==> src/rtl/booth_pkg.sv <==
package booth_pkg;

  typedef enum logic [1:0] {
    ST_IDLE = 2'd0,
    ST_RUN  = 2'd1,
    ST_DONE = 2'd2
  } state_t;

  typedef enum logic [1:0] {
    OP_NONE = 2'd0,
    OP_ADD  = 2'd1,
    OP_SUB  = 2'd2
  } op_t;

endpackage

==> src/rtl/booth_recoder.sv <==
module booth_recoder
  import booth_pkg::*;
(
  input  logic q_lsb_i,
  input  logic q_prev_i,
  output op_t  op_o
);

  always_comb begin
    unique case ({q_lsb_i, q_prev_i})
      2'b01:   op_o = OP_ADD;
      2'b10:   op_o = OP_SUB;
      default: op_o = OP_NONE;
    endcase
  end

endmodule

==> src/rtl/booth_ctrl.sv <==
module booth_ctrl
  import booth_pkg::*;
#(
  parameter int WIDTH = 32
) (
  input  logic clk_i,
  input  logic rst_i,
  input  logic en_i,
  output logic load_o,
  output logic step_o,
  output logic last_o,
  output logic busy_o,
  output logic ready_o
);

  localparam int CNT_W = $clog2(WIDTH) + 1;
  localparam logic [CNT_W-1:0] LAST_CNT = CNT_W'(WIDTH - 1);

  state_t           state_q;
  logic [CNT_W-1:0] cnt_q;
  logic             ready_q;

  assign busy_o  = (state_q == ST_RUN);
  assign load_o  = en_i && !busy_o;
  assign step_o  = busy_o;
  assign last_o  = busy_o && (cnt_q == LAST_CNT);
  assign ready_o = ready_q;

  always_ff @(posedge clk_i) begin
    if (rst_i) begin
      state_q <= ST_IDLE;
      cnt_q   <= '0;
      ready_q <= 1'b0;
    end else if (load_o) begin
      state_q <= ST_RUN;
      cnt_q   <= '0;
      ready_q <= 1'b0;
    end else if (step_o) begin
      cnt_q <= cnt_q + 1'b1;
      if (last_o) begin
        state_q <= ST_DONE;
        ready_q <= 1'b1;
      end
    end
  end

endmodule

==> src/rtl/booth_datapath.sv <==
module booth_datapath
  import booth_pkg::*;
#(
  parameter int WIDTH = 32
) (
  input  logic             clk_i,
  input  logic             rst_i,
  input  logic             load_i,
  input  logic             step_i,
  input  logic             last_i,
  input  logic [WIDTH-1:0] a_i,
  input  logic [WIDTH-1:0] b_i,
  output logic [WIDTH-1:0] result_o
);

  logic [WIDTH-1:0] mcand_q, acc_q, mq_q, result_q;
  logic             prev_q;
  logic [WIDTH-1:0] sum;
  logic [WIDTH-1:0] acc_n, mq_n;
  op_t              op;

  booth_recoder rec_i (
    .q_lsb_i  (mq_q[0]),
    .q_prev_i (prev_q),
    .op_o     (op)
  );

  always_comb begin
    unique case (op)
      OP_ADD:  sum = acc_q + mcand_q;
      OP_SUB:  sum = acc_q - mcand_q;
      default: sum = acc_q;
    endcase
    acc_n = {sum[WIDTH-1], sum[WIDTH-1:1]};
    mq_n  = {sum[0], mq_q[WIDTH-1:1]};
  end

  always_ff @(posedge clk_i) begin
    if (rst_i) begin
      mcand_q  <= '0;
      acc_q    <= '0;
      mq_q     <= '0;
      prev_q   <= 1'b0;
      result_q <= '0;
    end else if (load_i) begin
      mcand_q <= a_i;
      acc_q   <= '0;
      mq_q    <= b_i;
      prev_q  <= 1'b0;
    end else if (step_i) begin
      acc_q  <= acc_n;
      mq_q   <= mq_n;
      prev_q <= mq_q[0];
      if (last_i) result_q <= mq_n;
    end
  end

  assign result_o = result_q;

endmodule

==> src/rtl/booth_mult.sv <==
module booth_mult #(
  parameter int WIDTH = 32
) (
  input  logic             clk_i,
  input  logic             rst_i,
  input  logic             en_i,
  input  logic [WIDTH-1:0] a_i,
  input  logic [WIDTH-1:0] b_i,
  output logic             ready_o,
  output logic [WIDTH-1:0] product_o
);

  logic load, step, last, busy;

  booth_ctrl #(.WIDTH(WIDTH)) ctrl_i (
    .clk_i   (clk_i),
    .rst_i   (rst_i),
    .en_i    (en_i),
    .load_o  (load),
    .step_o  (step),
    .last_o  (last),
    .busy_o  (busy),
    .ready_o (ready_o)
  );

  booth_datapath #(.WIDTH(WIDTH)) dp_i (
    .clk_i    (clk_i),
    .rst_i    (rst_i),
    .load_i   (load),
    .step_i   (step),
    .last_i   (last),
    .a_i      (a_i),
    .b_i      (b_i),
    .result_o (product_o)
  );

endmodule

==> config.mk <==
export PLATFORM = sky130hd
export DESIGN_NAME = booth_mult
export DESIGN_NICKNAME = d
export VERILOG_FILES = /design/src/rtl/booth_pkg.sv /design/src/rtl/booth_recoder.sv /design/src/rtl/booth_ctrl.sv /design/src/rtl/booth_datapath.sv /design/src/rtl/booth_mult.sv
export SDC_FILE = /design/constraint.sdc
export NUM_CORES = 1
export LEC_CHECK = 0
export BUFFER_PORTS_ARGS = -buffer_cell sky130_fd_sc_hd__buf_2
export CAP_MARGIN = 20
export CORE_UTILIZATION = 30
export CTS_CLUSTER_SIZE = 10
export DETAILED_ROUTE_END_ITERATION = 10
export GPL_TIMING_DRIVEN = 0
export PLACE_DENSITY = 0.44
export SETUP_SLACK_MARGIN = 0.5
export SYNTH_ARGS = -nofsm -noshare
export SYNTH_HDL_FRONTEND = slang
export SYNTH_SLANG_ARGS = --single-unit
==> constraint.sdc <==
create_clock -name clk_i -period 6.7 [get_ports clk_i]
set_clock_uncertainty 0.2 [all_clocks]
set_input_delay 0.335 -clock clk_i [delete_from_list [all_inputs] [get_ports clk_i]]
set_output_delay 0.335 -clock clk_i [all_outputs]
set_load 0.01 [all_outputs]
# == Word-level counts from Yosys, hierarchy flattened ==
# Index checks and enable logic that the tools add are counted.
# classes
n_bitwise,1
add_sub_neg,3
n_reduce_logical,9
n_mux,7
eq_ne,6
# ops
cell,count
$mux 32,2
$pmux 32 s2,1
$add 32x32->32,1
$sub 32x32->32,1
$add 6x1->6 const B,1
$eq 2x1->1 const B,3
$eq 6x5->1 const B,1
$eq 2x2->1 const B,2
$pmux 2 s2,1
$reduce_and 2->1,2
$reduce_bool 2->1,2
$mux 1,3
$reduce_and 3->1,1
$logic_and 1x1->1,2
$reduce_or 2->1,1
$logic_not 1->1,1
$not 1->1,1
# totals
inputBits,67
regBits,136

# == Depth between registers and ports, before layout ==
# Gate-level depths: netlist (run 1).
# logic_depth
ltp_word,6
ltp_mapped,19
mapped_depth_nobuf,18

# == Cells and area by module ==
# A second synthesis (run 1) with hierarchy kept.
# unflattened
hier_cells,995
area_unflattened_um2,7970.1
# modules_own_cells
mod,cells_each,seq_area_each_um2,instances,area_each_um2
booth_datapath,952,2562.5,1,7584.8
booth_ctrl,41,160.2,1,370.4
booth_recoder,2,0.0,1,15.0

# == Least setup slack after synthesis (run 1) ==
# No wires, ideal clock.
# synth_timing
path_kind,register to register
from,reg dp_i.mcand_q[2]
to,"reg, netlist name dp_i.acc_q[30]"
period_less_slack_ns,4.080
arrival_ns,3.765
setup_time_ns,0.115
setup_slack_ns,2.620
path_stages_with_launch,19
cell_sequence,dfxtp_1 nor4_2 and2_1 nor4bb_1 and2_1 a21oi_1 xnor2_1 ha_1 clkbuf_1 a21o_1 a21o_1 a21oi_1 o21ai_0 a221o_1 a21oi_1 o21ai_0 mux2i_1 a21o_1 a21oi_2
# synth_between
elab_chain_len,2
elab_cells_between_ends,3
classes_between,add/sub (2); mux (1)
# synth_lines
item,line_no,rtl
start: declaration,booth_datapath.sv:16,"logic [WIDTH-1:0] mcand_q, acc_q, mq_q, result_q;"
start signal: assignment,booth_datapath.sv:46,mcand_q <= a_i;
$sub 32x32->32 / $add 32x32->32 (equally long branches),"booth_datapath.sv:31, booth_datapath.sv:30",
$pmux 32 s2 (*),booth_datapath.sv:29,unique case (op)
# Every way passes the cells marked *; elsewhere a longest branch is shown, timed or not.
# A chain may end at the register's enable or synchronous reset.

# == Worst setup path in the final report (run 1) ==
# layout_timing
from,reg dp_i.mcand_q[2]
to,"reg, netlist name dp_i.acc_q[30]"
# layout_between
elab_chain_len,2
elab_cells_between_ends,3
classes_between,add/sub (2); mux (1)
# layout_lines
item,line_no
$sub 32x32->32 / $add 32x32->32 (equally long branches),"booth_datapath.sv:31, booth_datapath.sv:30"
$pmux 32 s2 (*),booth_datapath.sv:29
# Marked as above.

==> results summary, run 1 <==
The run finished with clean final reports. The number of nets still failing antenna checks after routing is 0. The maximum VDD drop came out at 161.1 uV.

The area of the mapped netlist is 0.007541 mm2. The number of warnings issued by yosys is 0. The final-layout fill cell count is 2622.

Counting every net in the synthesized netlist gives 1067. The DRC violation count after routing came out at 0. Of the cells placed in the final design, the portion with a size suffix greater than 1 is 0.1313.

The number of setup violations in the final report came out at 0. The number of distinct library cells after synthesis came out at 59. The final estimated routing congestion in global placement is 0.8460.

The cell count after synthesis came out at 965. The endpoint with the worst hold slack is dp_i.mq_q[16]$_SDFFE_PP0P_. The count of inserted antenna diode cells came out at 0.

Row generation in the floorplan step produced 57 rows. The highest-delay cell along the critical path is nor4bb_1. The most common cell in the synthesized netlist is nand2_1.

The via count of the first global-routing pass was 7064. The post-synthesis to final-layout area growth is 23.53%. The height of the chip came out at 160.5 um. The kind of end point of the critical path is a flop. TritonCTS built the clock tree. The library cell occupying the most area in the post-synthesis netlist is dfxtp_1.

The count of boundary I/O pins is 100. The critical path in this run is classified as reg -> reg. The critical path goes through nor4_2 > and2_1 > nor4bb_1 > and2_1 > a21oi_1 > xnor2_1 > ha_1 > clkbuf_1 > a21o_1 > a21o_1 > a21oi_1 > o21ai_0 > a221o_1 > a21oi_1 > o21ai_0 > mux2i_1 > a21o_1 > a21oi_2. The worst relative slew slack came out at 0.4635.

The pin count of the biggest net entering global routing came out at 17. The worst slack at placement came out at 1775 ps. The data required time of the worst path is 6810 ps. The internal reg-to-reg setup slack came out at 1730 ps. The clock tree synthesis step divided the H-tree into 4 levels. The clock-pin slew reported for the worst setup and hold paths after clock tree synthesis is 70 ps.

By area the synthesized netlist is led by dfxtp_1 36%, nand2_1 8.5%, a21oi_1 8.1%. The switching share of power came out at 0.3380. The setup fix buffers added after clock tree synthesis is 0. The area fraction of the dominant cell type after synthesis is 0.3610. The final count of pins violating max slew came out at 0. In this run the critical register-to-register path is launched from dp_i.mcand_q[2]$_SDFFE_PP0P_. The number of register bits inferred by synthesis came out at 136. The first global-routing pass estimated 37780 um of wire. The hold-fix buffer count after cts came out at 32. The capture instance of the worst register-to-register path is dp_i.acc_q[30]$_SDFFE_PP0P_. The leakage power summed over all cells came out at 3.815 nW. In the finished design, the share of the clock period the worst path needs comes to 0.7424. The average via count per standard cell came out at 4.871. In this run, the number of DRC markers left after iteration 0 of detailed routing was 311.

Of the total power, registers draw 0.373. The total global routing overflow is 0. The die covers 0.02577 mm2.

The HPWL after detailed placement came out at 17160 um. The root buffer cell chosen for the clock tree is clkbuf_16. STA classifies the critical path startpoint as a flop. Among all flip-flop cells after synthesis, the most frequent one is dfxtp_1. Across the run, the number of max-cap violations was 0. Measured along the x axis, the die boundary spans 160.5 um. After layout, the design draws a total of 2.388 mW. Based on the critical path, the design can be clocked at up to 0.2010 GHz. After clock tree synthesis, the repair step resized 0 gates. The wire length per cell came out at 16.12 um. The net load switching power came out at 0.8072 mW.

In the global route stage, overall resource usage came out at 0.1857. In this run the most critical hold path is launched from b_i[16]. The core region is 0.02446 mm2.

Along the worst path, the maximum fanout reaches 9. Counting the buffers created by CTS gives 17. For the finished layout, the period the worst path requires is 4974 ps. The total iterations of the first detailed-routing run is 5. At the pin with the least slew margin, the transition time is 804.8 ps. STA puts the critical path data arrival time at 5090 ps. The number of antenna violations at the first check in global routing came out at 1. The worst hold path passes through 3 cells. The number of clock sinks came out at 136. The mean instance size in the synthesized netlist came out at 7.814 um2. The combinational group share of total power is 0.245. The final-report hold violation count was 0. The count of port buffers added during placement is 98.

For this block, the routed nets add up to 23390 um of wire. In the final design database the tool counted 1216 nets. The commonest cells after synthesis are 170 x nand2_1, 136 x dfxtp_1, 122 x a21oi_1. The overall via count from detail_route came out at 7068. Setup repair after global routing left no endpoint under its margin.

The power density over cell area came out at 256.3 mW/mm2. The largest single stage delay on the critical path is 540 ps. The smallest setup slack after layout came out at 1726 ps.

The final setup TNS came out at 0 ps. In the synthesized netlist the async set-or-reset flop fraction comes to 0. The number of cells traversed by the worst register-to-register path is 18. Internal power comes to 1.581 mW. The clock share of power is 0.382. The initial utilization of the core area, before any placement, comes to 0.3083. The worst hold path belongs to the class in -> reg. The number of enable-type register cells in the synthesized netlist came out at 0. The clock passes through at most 2 buffers. The post-synthesis sequential area ratio is 0.3610. The source-to-sink clock delay at the later pin of the worst-skew pair came out at 430 ps.
==> logic make-up (layout without fill, tap and decap cells) <==
logic type	Yosys count	count (layout)	synth area share
AOI/OAI and AO/OA	267	267	0.2127
and+or+nand+nor	353	353	0.2072
DFF	136	136	0.3610
xor gates and xnor gates	61	61	0.07085
muxes	36	36	0.04812
adders and majority gates	35	35	0.05907
buffers and inverters	77	239	0.04098
==> critical path: cells and delay by family (launching register included) <==
kind / cells / cell delay (ps)
flip-flops: 1 / 380
buffers and inverters: 1 / 210
adder cells (fa/ha/maj): 1 / 260
multiplexers: 1 / 240
AND/OR/NAND/NOR: 4 / 1650
AO/OA/AOI/OAI: 10 / 1760
XOR/XNOR: 1 / 150
==> cells in the final DEF (no fill, tap or decap), drive strengths merged, types with 4 or more instances in the layout <==
master	n
a211oi	38
a21o	17
a21oi	123
a31oi	9
and2	4
and3	7
buf	110
clkbuf	65
dfxtp	136
dlygate4sd3	32
ha	34
inv	27
mux2i	34
nand2	170
nand2b	4
nand3	10
nand4	5
nor2	107
nor2b	6
nor3	17
nor4	5
o211a	4
o211ai	11
o21ai	46
o21bai	5
xnor2	43
xor2	18
==> layout make-up <==
class                   instances  area, um2  area share
well taps                     324      405.4     0.04352
clock buffers                  18      429.2     0.04607
plain buffers                  59      241.5     0.02592
clock inverters                14      128.9     0.01383
multi-input cells             752       4509      0.4841
inverters                      18      67.56    0.007253
flip-flops and latches        136       2723      0.2923
repair buffers                130      810.8     0.08704
==> power groups by stage <==
stage / logic (mW) / registers (mW) / clock network (mW)
global route: 0.654 / 0.897 / 0.975
global placement: 0.572 / 0.909 / 0
CTS: 0.589 / 0.891 / 0.935
floorplan: 0.426 / 0.896 / 0
finish: 0.584 / 0.891 / 0.913
detailed placement: 0.572 / 0.909 / 0
==> through the flow <==
step | area, um2 | cells | utilization | hold slack [ps]
6_report | 9315 | 1451 | 0.3808 | 45.50
5_1_grt | 9315 | 1451 | 0.3808 | 46.49
3_3_place_gp | 8437 | 1387 | 0.3449 | 238.0
3_5_place_dp | 8437 | 1387 | 0.3449 | 241.3
2_1_floorplan | 7541 | 965 | - | 234.0
4_1_cts | 9315 | 1451 | 0.3808 | 35.41
==> sequential cells by signal, indices dropped and copies added, names as in the netlist <==
signal	count
dp_i.mcand_q	32
dp_i.mq_q	32
dp_i.result_o	32
dp_i.acc_q	31
ctrl_i.cnt_q	6
ctrl_i.state_q	2
dp_i.prev_q	1
==> worst max path at each step <==
stage | cells after the start | slack (ps) | from | endpoint
after floorplan | 18 | 2620 | dp_i.mcand_q[2]$_SDFFE_PP0P_ | dp_i.acc_q[30]$_SDFFE_PP0P_
after global placement | 18 | 1730 | dp_i.mcand_q[2]$_SDFFE_PP0P_ | dp_i.acc_q[30]$_SDFFE_PP0P_
after detailed placement | 18 | 1780 | dp_i.mcand_q[2]$_SDFFE_PP0P_ | dp_i.acc_q[30]$_SDFFE_PP0P_
after CTS | 18 | 1750 | dp_i.mcand_q[2]$_SDFFE_PP0P_ | dp_i.acc_q[30]$_SDFFE_PP0P_
after global routing | 15 | 1390 | dp_i.mcand_q[2]$_SDFFE_PP0P_ | dp_i.acc_q[30]$_SDFFE_PP0P_
final | 18 | 1730 | dp_i.mcand_q[2]$_SDFFE_PP0P_ | dp_i.acc_q[30]$_SDFFE_PP0P_
==> routing by layer <==
metal / vias up / GRT usage / part of all wire
li1: 3659 / - / -
met3: 21 / 0.03796 / 0.039
met1: 3264 / 0.2327 / 0.47
met2: 124 / 0.3115 / 0.47
met5: - / 0 / 0
met4: 0 / 0.07186 / 0.027
(Power assumes the default switching activity.)
==> inputs of run 2 (changes only) <==
- PLACE_DENSITY: 0.44 -> 0.46
- clock period: 6.7 -> 4.25 ns (I/O delays scaled with it)
==> run 2 against run 1 <==
- maximum frequency grew 29%
- setup slack got worse by 1300 ps
- worst hold slack gained 110 ps
- wire length up 2.9%
- non-clock buffer count up 70
- critical path depth fell by 1
- register-to-register slack got worse by 1300 ps
- critical path type unchanged
- largest cell class unchanged
- largest power group unchanged
==> results summary, run 2 (same netlist as run 1, synthesis figures left out) <==
The total global routing overflow is 0. In this run the worst setup path terminates at dp_i.acc_q[22]$_SDFFE_PP0P_. The final count of pins violating max slew is 0. Max-cap violations in this run came to 0. The net total in the final layout is 1286.

The count of buffers added on input and output ports is 98. Summing internal, switching and leakage power gives 4.002 mW. The number of setup violations in the final report is 0. At the placement stage, the worst setup path has a slack of -393.6 ps. The number of cell rows is 57. Pin placement for this block handled 100 I/O pins. The H-tree depth came out at 4. The clock tree from TritonCTS is done. The die width came out at 160.5 um. The DRC violation count after routing is 0.

The tree is rooted in a clkbuf_16. The first-iteration detailed-routing DRC count is 277. The register area came out at 0.002743 mm2. The capture instance of the worst register-to-register path is dp_i.acc_q[22]$_SDFFE_PP0P_. For the worst-skew pair, the clock arrives at the later sink with an insertion delay of 440 ps. The HPWL after detailed placement is 17050 um.

The wire length per cell came out at 15.82 um. The shortest period the worst path allows is 3845 ps. The clock-pin slew reported for the worst setup and hold paths after clock tree synthesis is 70 ps. The total CTS buffers came out at 17. The worst setup path is launched from a flop. The critical path goes through ha_2 > buf_6 > nor2_1 > xnor2_1 > ha_1 > o211ai_1 > a21oi_1 > a2111o_1 > a41oi_2 > o211ai_1 > buf_4 > a41oi_2 > buf_4 > o21bai_1 > xnor2_1 > o21ai_0 > o211a_1. The kind of end point of the critical path is a flop. The leading cell type in the layout, fill and taps excluded is nand2_1. The arrival time reported for the critical path endpoint is 4020 ps. The number of clock sinks is 136.

The maximum fanout along the worst path is 10. The total track usage is 0.1897. Setup repair after global routing could not meet its margin everywhere. The worst hold path belongs to the class in -> reg. The number of antenna violations at the first check in global routing is 0. Measured against its own limit, the worst slew margin works out to 0.4651. The multi-input combinational cell area came out at 0.004756 mm2. The highest-delay cell along the critical path is a2111o_1. The maximum clock insertion buffer count is 2. Dividing the final minimum period by the clock period gives 0.9048. The final-layout fill cell count came out at 2539. The detail route stage leaves a number of antenna-violating nets equal to 0.

The count of inserted antenna diode cells is 0. For the pin with the worst max-slew slack, the measured transition is 802.4 ps. Static timing analysis puts the maximum clock frequency at 0.2600 GHz. The run finished with clean final reports. The die area came out at 0.02577 mm2. The final-report hold violation count was 0. The initial core utilization came out at 0.3083. After detailed routing, the number of vias per cell comes to 4.872.

The pin count of the biggest net entering global routing came out at 17. The longest individual stage delay on the worst path came out at 450 ps. The data required time of the worst path came out at 4420 ps.

The height of the chip is 160.5 um. The power density over cell area is 389.3 mW/mm2. Routability-driven placement finished with a final weighted congestion of 0.8578. Summed over all cells, the static leakage comes to 4.230 nW. The share of the core filled with cells in the final layout came out at 0.4203. The detailed-route wire length is 24070 um. The via count of the first global-routing pass was 7367. The setup path with the least slack is of type reg -> reg. The maximum VDD drop is 240.0 uV. In the layout the commonest cells are 170 x nand2_1, 128 x dfxtp_1, 112 x a21oi_1, 104 x nor2_1, 98 x buf_2. The worst register-to-register path has a setup slack of 400 ps. The worst register-to-register path begins at dp_i.mq_q[0]$_SDFFE_PP0P_. The smallest setup slack after layout came out at 404.6 ps. The area growth from synthesis to layout is 36.35%. The number of cells traversed by the worst register-to-register path is 17.

The first global-routing pass estimated 38940 um of wire. The area of the placeable core is 0.02446 mm2. The routed layout has 7410 vias. For this run, the detailed router's first-pass iteration total came to 4. The origin of the worst setup path is dp_i.mq_q[0]$_SDFFE_PP0P_. The final setup TNS came out at 0 ps. The share of layout cells above drive strength 1 came out at 0.1963.
-- run 2: changes by cell type in the layout (fill, tap and decap cells not counted), sizes merged --
| cell | change |
|---|---|
| clkinvlp | -1 |
| clkinv | +1 |
| buf | +37 |
| dlygate4sd3 | +33 |
-- run 2: final cells by class --
class,count,area share
Buffer,59,0.02641
Clock buffer,18,0.04271
Clock inverter,14,0.01460
Inverter,18,0.006571
Multi-Input combinational cell,752,0.4625
Sequential cell,136,0.2667
Tap cell,324,0.03943
Timing Repair Buffer,200,0.1410
-- run 2: metrics by stage --
stage | instances | hold WS, ps | area (um2)
2_1_floorplan | 965 | 140.9 | 7592
6_report | 1521 | 151.2 | 10280
5_1_grt | 1521 | 164.9 | 10280
3_5_place_dp | 1387 | 241.3 | 8488
3_3_place_gp | 1387 | 235.3 | 8488
4_1_cts | 1505 | 138.9 | 10020
-- run 2: per-layer routing --
layer | GRT usage | vias to the layer above | part of all wire
li1 | - | 3809 | -
met1 | 0.2364 | 3459 | 0.46
met2 | 0.3288 | 114 | 0.49
met3 | 0.03357 | 28 | 0.033
met4 | 0.06190 | 0 | 0.017
met5 | 0 | - | 0
-- run 2: how the worst min path moves through the flow --
stage                                   startpoint                              to  slack (ps)  cells after the start
floorplan                                   a_i[5]    dp_i.mcand_q[5]$_SDFFE_PP0P_         140                      2
global placement     dp_i.result_o[2]$_SDFFE_PP0P_   dp_i.result_o[2]$_SDFFE_PP0P_         240                      2
detailed placement  dp_i.result_o[12]$_SDFFE_PP0P_  dp_i.result_o[12]$_SDFFE_PP0P_         240                      2
CTS                                           en_i      dp_i.mq_q[24]$_SDFFE_PP0P_         140                      3
global route                                  en_i      dp_i.mq_q[24]$_SDFFE_PP0P_         160                      3
finish                                        en_i      dp_i.mq_q[25]$_SDFFE_PP0P_         150                      3
-- run 2: what timing repair did --
item                                   CTS  global route
endpoints found under the hold margin   65             0
setup endpoints to repair               21            17
hold buffers                            65             0
gates resized for setup                 34            43
pin swaps                               28            27
buffers inserted                        21            16
-- run 2: worst max-delay path: cells and delay by family (launching register included) --
family                     cells  cell delay (ps)
xor gates and xnor gates       2              260
DFF                            1              380
and+or+nand+nor                1               80
adders and majority gates      2              600
buffers and inverters          3              550
AOI/OAI and AO/OA              9             1690
-- run 2: where the power goes --
group	internal [mW]	switching [mW]	leakage, nW
clock network	0.802	0.696	0.285
logic	0.498	0.599	2.83
registers	1.34	0.0672	1.12
total	2.64	1.36	4.23
==> inputs of run 3 (changes only) <==
- CORE_ASPECT_RATIO: default -> 1.4
- CTS_CLUSTER_SIZE: 10 -> 12
==> run 3 against run 2 <==
- setup slack better by 21 ps
- sequential cell count did not move
- clock power rose by 5%
- first-iteration DRC count down 31%
- total power increased by 2.1%
==> results summary, run 3 (same netlist as run 1, synthesis figures left out) <==
STA classifies the critical path endpoint as a flop. The internal reg-to-reg setup slack is 430 ps. The via count of the first global-routing pass is 7797.

The shortest period the worst path allows is 3824 ps. The data required time of the worst path came out at 4410 ps. The combinational group share of total power is 0.272. Traced cell by cell, the critical path runs through or4_4 > or3_4 > inv_2 > a21oi_2 > xnor2_1 > ha_1 > clkbuf_8 > a21o_1 > a21o_1 > a21oi_2 > o21ai_1 > a221o_1 > a21oi_2 > o21ai_2 > mux2i_1 > nand3_1 > a21oi_2. The first-iteration detailed-routing DRC count is 190. The number of cell rows is 68. The die width is 136.0 um. The count of boundary I/O pins came out at 100.

The source-to-sink clock delay at the later pin of the worst-skew pair is 430 ps. STA classifies the critical path startpoint as a flop. The height of the chip came out at 189.6 um. The count of port buffers added during placement is 98. The H-tree depth came out at 4. The share of layout cells above drive strength 1 is 0.1990. The post-synthesis to final-layout area growth is 36.73%. The clock share of power came out at 0.383. The internal power of the cells came out at 2.794 mW.

The multi-input combinational cells in the finished layout cover a total of 0.004782 mm2. On the critical path, the stage with the largest delay is an instance of or4_4. The longest individual stage delay on the worst path came out at 540 ps.

The root buffer cell chosen for the clock tree is clkbuf_16. Setup repair after global routing could not meet its margin everywhere. The number of setup violations in the final report came out at 0. The first global-routing pass estimated 39900 um of wire. The worst path buffer plus inverter count is 2.

The power density over cell area came out at 396.5 mW/mm2. The total iterations of the first detailed-routing run came out at 4. The instance count after placement with tap cells included came out at 1378. The floorplan step defined a die boundary enclosing 0.02578 mm2. The highest clock rate came out at 0.2615 GHz. The final instance count without filler cells is 1512. The number of nets still failing antenna checks after routing is 0. The overall power came out at 4.088 mW. The maximum clock insertion buffer count is 2. The HPWL after detailed placement is 17820 um. The number of cells traversed by the worst register-to-register path came out at 17. The clock net in this run drives a total of 136 sinks. The detailed-route wire length came out at 24600 um. The clock-pin slew reported for the worst setup and hold paths after clock tree synthesis came out at 60 ps.

The cell with the most instances on the worst path is a21oi_2. The worst relative slew slack is 0.4626. The DRC violation count after routing came out at 0. The total track usage is 0.1992. The overall via count from detail_route came out at 7484. The type of the worst setup path is reg -> reg.

The net load switching power is 1.295 mW. In this run the critical register-to-register path is captured at dp_i.acc_q[30]$_SDFFE_PP0P_. The tool flagged a number of max-cap violations equal to 0. In this run the most critical hold path is launched from en_i. The endpoint with the worst hold slack is dp_i.mq_q[24]$_SDFFE_PP0P_. The average via count per standard cell is 4.950. Of the total power, registers draw 0.345. Of the available clock period, the critical path in the final layout requires 0.8998. The initial core utilization is 0.3056. The clock tree from TritonCTS is done. The switching share of power is 0.3166. The leading cell type in the layout, fill and taps excluded is nand2_1.

The total global routing overflow came out at 0. The instance count along the most critical hold path came out at 3. The min-delay analysis places its worst path in the category in -> reg. The final count of pins violating max slew was 0. VDD sags by at most 302.8 uV.

The register area came out at 0.002741 mm2. The number of antenna violations at the first check in global routing is 1. Dividing the detail-routed wire length by the instance count gives 16.27 um.

The total CTS buffers is 17. The leakage power summed over all cells is 4.253 nW. The area of the placeable core is 0.02467 mm2. Data on the critical path arrives at its endpoint at 3990 ps. In the layout the commonest cells are 169 x nand2_1, 127 x dfxtp_1, 115 x a21oi_1, 104 x nor2_1, 98 x buf_2. The final estimated routing congestion in global placement came out at 0.7938. The pin count of the biggest net entering global routing came out at 17. On the critical path the largest part of the delay comes from compound AO/OA/AOI/OAI gates. The final-layout fill cell count came out at 2587. The maximum fanout along the worst path came out at 4. For the pin with the worst max-slew slack, the measured transition is 806.1 ps.

The final-report hold violation count is 0. The reg-to-reg startpoint is dp_i.mcand_q[19]$_SDFFE_PP0P_. The flow ran to the end, and the final reports show no timing, DRC or antenna violations. The net total in the final layout is 1285.
==> run 3: power groups by stage <==
| stage | logic, mW | clock network [mW] | registers [mW] |
|---|---|---|---|
| 5_1_grt | 1.23 | 1.66 | 1.42 |
| 2_1_floorplan | 0.684 | 0 | 1.42 |
| 6_report | 1.11 | 1.57 | 1.41 |
| 4_1_cts | 1.06 | 1.60 | 1.41 |
| 3_5_place_dp | 0.916 | 0 | 1.44 |
| 3_3_place_gp | 0.915 | 0 | 1.44 |
==> run 3: cell type report <==
cell class,instances,share of cell area
multi-input cells,752,0.4638
inverters,18,0.006553
well taps,315,0.03822
plain buffers,59,0.02609
clock buffers,19,0.04296
repair buffers,199,0.1399
diodes,1,0.0002427
flip-flops and latches,136,0.2659
clock inverters,13,0.01638
==> run 3: repair_timing <==
item	4_1_cts	5_1_grt
gates resized for setup	42	40
pin swaps	35	41
setup buffers	24	12
hold endpoints to repair	65	0
endpoints found under the setup margin	21	15
hold buffers	65	0
==> run 3: per-layer routing <==
| metal | vias up | track usage | share of wire |
|---|---|---|---|
| li1 | 3792 | - | - |
| met1 | 3548 | 0.2189 | 0.41 |
| met2 | 115 | 0.3730 | 0.53 |
| met3 | 29 | 0.03570 | 0.031 |
| met4 | 0 | 0.07436 | 0.027 |
| met5 | - | 0 | 0 |
==> run 3: stage by stage <==
stage               setup WS [ps]  utilization  area [um2]  hold WS, ps  setup TNS, ps
floorplan                   508.6            -        7592        140.9              0
global placement           -409.4       0.3436        8477        236.4          -3077
detailed placement         -413.9       0.3436        8477        240.5          -2700
CTS                         357.0       0.4076       10060        153.3              0
global route                219.2       0.4178       10310        218.7              0
finish                      425.9       0.4179       10310        172.0              0
==> run 3: tightest hold or removal path, cell delays in order <==
cell and delay [ps]:
clkbuf_1 240, mux2i_1 210, a211oi_1 80
==> run 3: worst max path at each step <==
stage | startpoint | to | slack (ps) | depth (start not counted)
6_report | dp_i.mcand_q[19]$_SDFFE_PP0P_ | dp_i.acc_q[30]$_SDFFE_PP0P_ | 430 | 17
4_1_cts | dp_i.mcand_q[3]$_SDFFE_PP0P_ | dp_i.acc_q[30]$_SDFFE_PP0P_ | 360 | 18
2_1_floorplan | dp_i.mcand_q[5]$_SDFFE_PP0P_ | dp_i.acc_q[30]$_SDFFE_PP0P_ | 510 | 18
3_3_place_gp | dp_i.mq_q[0]$_SDFFE_PP0P_ | dp_i.acc_q[30]$_SDFFE_PP0P_ | -410 | 15
5_1_grt | dp_i.mcand_q[5]$_SDFFE_PP0P_ | dp_i.acc_q[30]$_SDFFE_PP0P_ | 220 | 18
3_5_place_dp | dp_i.mq_q[0]$_SDFFE_PP0P_ | dp_i.acc_q[30]$_SDFFE_PP0P_ | -410 | 15
